--- src/rtl/bhm_pkg.sv ---
package bhm_pkg;
   typedef enum logic {
      BHM_IDLE = 1'b0,
      BHM_TEST = 1'b1
   } bhm_state_t;

   typedef enum logic {
      BHM_KIND_PERIODIC = 1'b0,
      BHM_KIND_POWERUP  = 1'b1
   } bhm_kind_t;
endpackage

--- src/rtl/bhm_interval_timer.sv ---
module bhm_interval_timer #(
   parameter int unsigned PERIOD_SEC = 86400
) (
   input  logic clk,
   input  logic rst_n,
   input  logic clear,
   input  logic count_en,
   output logic expire
);
   localparam int unsigned CW = (PERIOD_SEC > 1) ? $clog2(PERIOD_SEC) : 1;
   localparam logic [CW-1:0] LAST = CW'(PERIOD_SEC - 1);

   logic [CW-1:0] cnt_q;

   generate
      if (PERIOD_SEC < 2) begin : g_bad_period
         $error("bhm_interval_timer: PERIOD_SEC must be at least 2");
      end
   endgenerate

   assign expire = count_en && !clear && (cnt_q == LAST);

   always_ff @(posedge clk) begin
      if (!rst_n) begin
         cnt_q <= '0;
      end else if (clear || expire) begin
         cnt_q <= '0;
      end else if (count_en) begin
         cnt_q <= cnt_q + 1'b1;
      end
   end
endmodule

--- src/rtl/bhm_test_window.sv ---
module bhm_test_window #(
   parameter int unsigned TEST_SEC = 1
) (
   input  logic clk,
   input  logic rst_n,
   input  logic start,
   input  logic abort,
   input  logic tick,
   input  logic low,
   output logic load_en,
   output logic done,
   output logic failed
);
   logic active_q;
   logic fail_q;
   logic last_tick;

   generate
      if (TEST_SEC < 1) begin : g_bad_window
         $error("bhm_test_window: TEST_SEC must be at least 1");
      end
      if (TEST_SEC == 1) begin : g_single
         assign last_tick = 1'b1;
      end else begin : g_multi
         localparam int unsigned WW = $clog2(TEST_SEC);
         localparam logic [WW-1:0] WLAST = WW'(TEST_SEC - 1);
         logic [WW-1:0] wcnt_q;
         always_ff @(posedge clk) begin
            if (!rst_n) begin
               wcnt_q <= '0;
            end else if (start || abort || !active_q) begin
               wcnt_q <= '0;
            end else if (tick) begin
               wcnt_q <= (wcnt_q == WLAST) ? '0 : wcnt_q + 1'b1;
            end
         end
         assign last_tick = (wcnt_q == WLAST);
      end
   endgenerate

   assign done    = active_q && !abort && tick && last_tick;
   assign failed  = fail_q || (tick && low);
   assign load_en = active_q;

   always_ff @(posedge clk) begin
      if (!rst_n) begin
         active_q <= 1'b0;
         fail_q   <= 1'b0;
      end else if (abort) begin
         active_q <= 1'b0;
         fail_q   <= 1'b0;
      end else if (start) begin
         active_q <= 1'b1;
         fail_q   <= 1'b0;
      end else if (done) begin
         active_q <= 1'b0;
         fail_q   <= 1'b0;
      end else if (active_q && tick && low) begin
         fail_q   <= 1'b1;
      end
   end
endmodule

--- src/rtl/bhm_warn_latch.sv ---
module bhm_warn_latch
   import bhm_pkg::*;
(
   input  logic      clk,
   input  logic      rst_n,
   input  logic      done,
   input  logic      failed,
   input  bhm_kind_t kind,
   output logic      warn
);
   logic warn_q;

   always_ff @(posedge clk) begin
      if (!rst_n) begin
         warn_q <= 1'b0;
      end else if (done) begin
         if (failed) begin
            warn_q <= 1'b1;
         end else if (kind == BHM_KIND_POWERUP) begin
            warn_q <= 1'b0;
         end
      end
   end

   assign warn = warn_q;
endmodule

--- src/rtl/batt_health_mon.sv ---
module batt_health_mon
   import bhm_pkg::*;
#(
   parameter int unsigned PERIOD_SEC = 86400,
   parameter int unsigned TEST_SEC   = 1
) (
   input  logic clk,
   input  logic rst_n,
   input  logic sec_tick,
   input  logic pwr_good,
   input  logic recov_done,
   input  logic batt_low,
   output logic load_en,
   output logic batt_warn,
   output logic test_busy
);
   logic       armed;
   logic       armed_q;
   logic       pwrup;
   logic       expire;
   logic       start;
   logic       done;
   logic       failed;
   logic       ivl_clear;
   logic       ivl_count;
   bhm_state_t state_q;
   bhm_kind_t  kind_q;

   assign armed     = pwr_good && recov_done;
   assign pwrup     = armed && !armed_q;
   assign ivl_clear = !armed || pwrup || (state_q == BHM_TEST);
   assign ivl_count = armed && sec_tick && (state_q == BHM_IDLE);
   assign start     = armed && (state_q == BHM_IDLE) && (pwrup || expire);

   always_ff @(posedge clk) begin
      if (!rst_n) begin
         armed_q <= 1'b0;
         state_q <= BHM_IDLE;
         kind_q  <= BHM_KIND_PERIODIC;
      end else begin
         armed_q <= armed;
         if (!armed) begin
            state_q <= BHM_IDLE;
         end else if (start) begin
            state_q <= BHM_TEST;
            kind_q  <= pwrup ? BHM_KIND_POWERUP : BHM_KIND_PERIODIC;
         end else if (done) begin
            state_q <= BHM_IDLE;
         end
      end
   end

   bhm_interval_timer #(.PERIOD_SEC(PERIOD_SEC)) u_timer (
      .clk      (clk),
      .rst_n    (rst_n),
      .clear    (ivl_clear),
      .count_en (ivl_count),
      .expire   (expire)
   );

   bhm_test_window #(.TEST_SEC(TEST_SEC)) u_window (
      .clk     (clk),
      .rst_n   (rst_n),
      .start   (start),
      .abort   (!armed),
      .tick    (sec_tick),
      .low     (batt_low),
      .load_en (load_en),
      .done    (done),
      .failed  (failed)
   );

   bhm_warn_latch u_warn (
      .clk    (clk),
      .rst_n  (rst_n),
      .done   (done),
      .failed (failed),
      .kind   (kind_q),
      .warn   (batt_warn)
   );

   assign test_busy = (state_q == BHM_TEST);
endmodule

--- config.mk ---
export PLATFORM = sky130hd
export DESIGN_NAME = batt_health_mon
export DESIGN_NICKNAME = d
export VERILOG_FILES = /design/src/rtl/bhm_pkg.sv /design/src/rtl/bhm_interval_timer.sv /design/src/rtl/bhm_test_window.sv /design/src/rtl/bhm_warn_latch.sv /design/src/rtl/batt_health_mon.sv
export SDC_FILE = /design/constraint.sdc
export NUM_CORES = 1
export LEC_CHECK = 0
export BUFFER_PORTS_ARGS = -buffer_cell sky130_fd_sc_hd__buf_2
export CAP_MARGIN = 20
export CORE_MARGIN = 2
export CORE_UTILIZATION = 45
export CTS_CLUSTER_DIAMETER = 40
export DETAILED_ROUTE_END_ITERATION = 16
export PLACE_DENSITY = 0.65
export SYNTH_ARGS = -nofsm -noshare
export SYNTH_HDL_FRONTEND = slang
export SYNTH_SLANG_ARGS = --single-unit
export TNS_END_PERCENT = 10
--- constraint.sdc ---
create_clock -name clk -period 1.64 [get_ports clk]
set_input_delay 0.082 -clock clk [delete_from_list [all_inputs] [get_ports clk]]
set_output_delay 0.082 -clock clk [all_outputs]
set_load 0.01 [all_outputs]
==> impl_metrics.json <==
{
  "grt_util_met2": 0.331,
  "fin_nets": 146,
  "swShare": 0.229,
  "layout-drive-gt1-share": 0.226,
  "clock_skew_ns": 0.00298,
  "synth.net_count": 126,
  "route.detailed.drc": 0,
  "wirelength_um": 2250,
  "grt_start_max_net_pins": 13,
  "synthMuxAreaShare": 0,
  "numPortBuffers": 8,
  "setup_viol": 0,
  "core_um2": 2230,
  "placed_cell_area_um2": 1210,
  "grt_pass1_wl_um": 3860,
  "crit_required_ns": 1.89,
  "yosys.area_share.xor_xnor": 0.0740,
  "critPathKind": "reg2reg",
  "final.setup.tns_ns": 0,
  "synth_area_leaders": "dfxtp_1, o31ai_1, or4_1, a21oi_1, xor2_1",
  "r2r_cells": 5,
  "grt_pass1_vias": 900,
  "p_leak_nw": 0.423,
  "critPathCaptureType": "flop",
  "synthToLayoutAreaGrowth_pct": 16.9,
  "final_cell_mix": "dfxtp_1, buf_4, nand2_1, a21oi_1",
  "dieArea_um2": 2770,
  "gp_congestion": 0.840,
  "cts_root_buf": "clkbuf_4",
  "die_w_um": 52.6,
  "max_slew.worst_pin.slew_ns": 0.352,
  "track_usage": 0.190,
  "viasPerCell": 5.64,
  "start_kind": "flop",
  "synth_area_leader_cell": "dfxtp_1",
  "wl_per_cell_um": 13.6,
  "hold_depth": 2,
  "rsz0062_at_grt": "no",
  "clkPwrFrac": 0.305,
  "cts.sinks": 22,
  "grt-ovfl-total": 0,
  "ir_worst_vdd_uv": 367,
  "hold_viol_final": 0,
  "status": "completed",
  "initial_core_util": 0.477,
  "busiest_layer": "met2",
  "synthCells": 119,
  "drtAntennaViolNets": 0,
  "use_met1": 0.224,
  "fmax_mhz": 656,
  "dr.first_iter.drc_count": 24,
  "intPower_mw": 0.644,
  "synth_warnings": 0,
  "seq_area_frac_synth": 0.414,
  "synth_top_family_by_area": "simple AND/OR/NAND/NOR gates",
  "final_common_cell": "dfxtp_1",
  "post-route-period-util": 0.930,
  "antenna_cells": 0,
  "holdWs_ns": 0.0379,
  "power.net_switching_mw": 0.191,
  "drv_slew": 0,
  "die_y_um": 52.6,
  "num_vias": 930,
  "grtUsageMet3": 0.0371,
  "synth_compound_area_frac": 0.152,
  "clockBufferDepth": 2,
  "yosys_register_bits": 22,
  "grt_antenna_before_repair": 0,
  "pwr_density_cell_nw_per_um2": 671,
  "pwr-share-comb": 0.048,
  "rows": 17,
  "cts_inserted_buffers": 3,
  "synth_cell_types": 34,
  "post_cts_buffers": 0,
  "synth-simple-area-share": 0.307,
  "first_pass_iters": 4,
  "drv_cap": 0,
  "path_clk_slew_ns": 0.12,
  "clk_latency_ns": 0.31,
  "synth-adder-area-share": 0.0118,
  "min_path_type": "in2reg",
  "dp_hpwl_um": 1710,
  "syn_area_um2": 1060,
  "design_area_um2": 1240,
  "power_frac_seq": 0.647,
  "slew_headroom": 0.763,
  "yosysTopAreaCellShare": 0.414,
  "cts_max_level": 1,
  "syn_area_per_cell_um2": 8.95,
  "arrival_ns": 1.78,
  "period_needed_ns": 1.52,
  "pin_count": 9,
  "cts_tree": "built",
  "path_max_fanout": 6
}
[power by group through the flow]
stage | logic (mW) | registers, mW | clock network (mW)
finish | 0.0400 | 0.540 | 0.255
global route | 0.0443 | 0.541 | 0.281
CTS | 0.0399 | 0.540 | 0.257
detailed placement | 0.0399 | 0.552 | 0
global placement | 0.0389 | 0.552 | 0
floorplan | 0.0190 | 0.553 | 0
[layout make-up]
cell class              count  area [um2]
repair buffers             21         150
well taps                  28        35.0
fillers                   216         988
flip-flops and latches     22         442
clock buffers               3        22.5
inverters                   1        3.75
multi-input cells          90         592
[cell families (layout without fill, tap and decap cells)]
kind of cell               count (synthesis)  in the layout
DFF                                       22             22
and+or+nand+nor                           55             55
AOI/OAI and AO/OA                         25             25
adders and majority gates                  1              1
buffers and inverters                      7             25
xor gates and xnor gates                   9              9
[registers in the layout, indices dropped and copies added, names as in the netlist]
signal,flops
armed_q,1
kind_q,1
u_timer.cnt_q,17
u_warn.warn,1
u_window.fail_q,1
u_window.load_en,1
[synthesized netlist by cell type]
master	count
nor2_1	8
ha_1	1
inv_1	1
a21oi_1	9
buf_6	1
and3b_1	1
and3_2	1
o21a_1	1
nand3_1	5
nand2b_1	1
nand4_1	6
xor2_1	5
nor4b_1	1
o31ai_1	7
xnor2_1	4
a21boi_1	2
buf_2	3
nand2_1	10
nand3_2	1
nor3_1	1
a41o_1	1
a21boi_0	1
and2_1	4
and3_1	3
nand4b_1	1
dfxtp_1	22
and4b_1	2
and4_4	1
nor3b_1	1
nor4_1	1
o21ai_1	3
or4_1	7
o2111ai_1	1
buf_4	2
[metal layers]
metal / vias to the layer above / wire [um]
li1: 479 / -
met1: 435 / 1070
met2: 11 / 1080
met3: 5 / 50
met4: 0 / 43
met5: - / 0
[path summary, 6_finish.rpt]
path                                  from                             end  slack [ns]
max          u_timer.cnt_q[0]$_SDFFE_PP0P_  u_timer.cnt_q[12]$_SDFFE_PP0P_        0.12
min                                  rst_n        u_warn.warn$_SDFFE_PN0P_        0.04
max reg2reg  u_timer.cnt_q[0]$_SDFFE_PP0P_  u_timer.cnt_q[12]$_SDFFE_PP0P_        0.12
min reg2reg   u_window.fail_q$_SDFFE_PP0P_    u_window.fail_q$_SDFFE_PP0P_        0.45
[critical path: stages (launching register included)]
cell and delay [ns]:
dfxtp_1 0.36, ha_1 0.16, and2_2 0.20, nand2_2 0.10, or4_1 0.51, a21oi_1 0.15
[metrics by stage]
stage / util / total power [mW] / instances / worst slack, ns
5_1_grt: 0.557 / 0.867 / 165 / 0.0124
3_3_place_gp: 0.541 / 0.591 / 162 / 0.101
3_5_place_dp: 0.541 / 0.592 / 162 / 0.0522
2_1_floorplan: - / 0.572 / 119 / 0.0403
6_report: 0.557 / 0.835 / 165 / 0.115
4_1_cts: 0.551 / 0.837 / 165 / 0.0169
[what timing repair did]
action                     in CTS  in global routing
hold buffers                    0                  0
setup endpoints to repair       0                  7
resized for setup               0                  5
No activity file was read; power rests on OpenSTA's default activity.
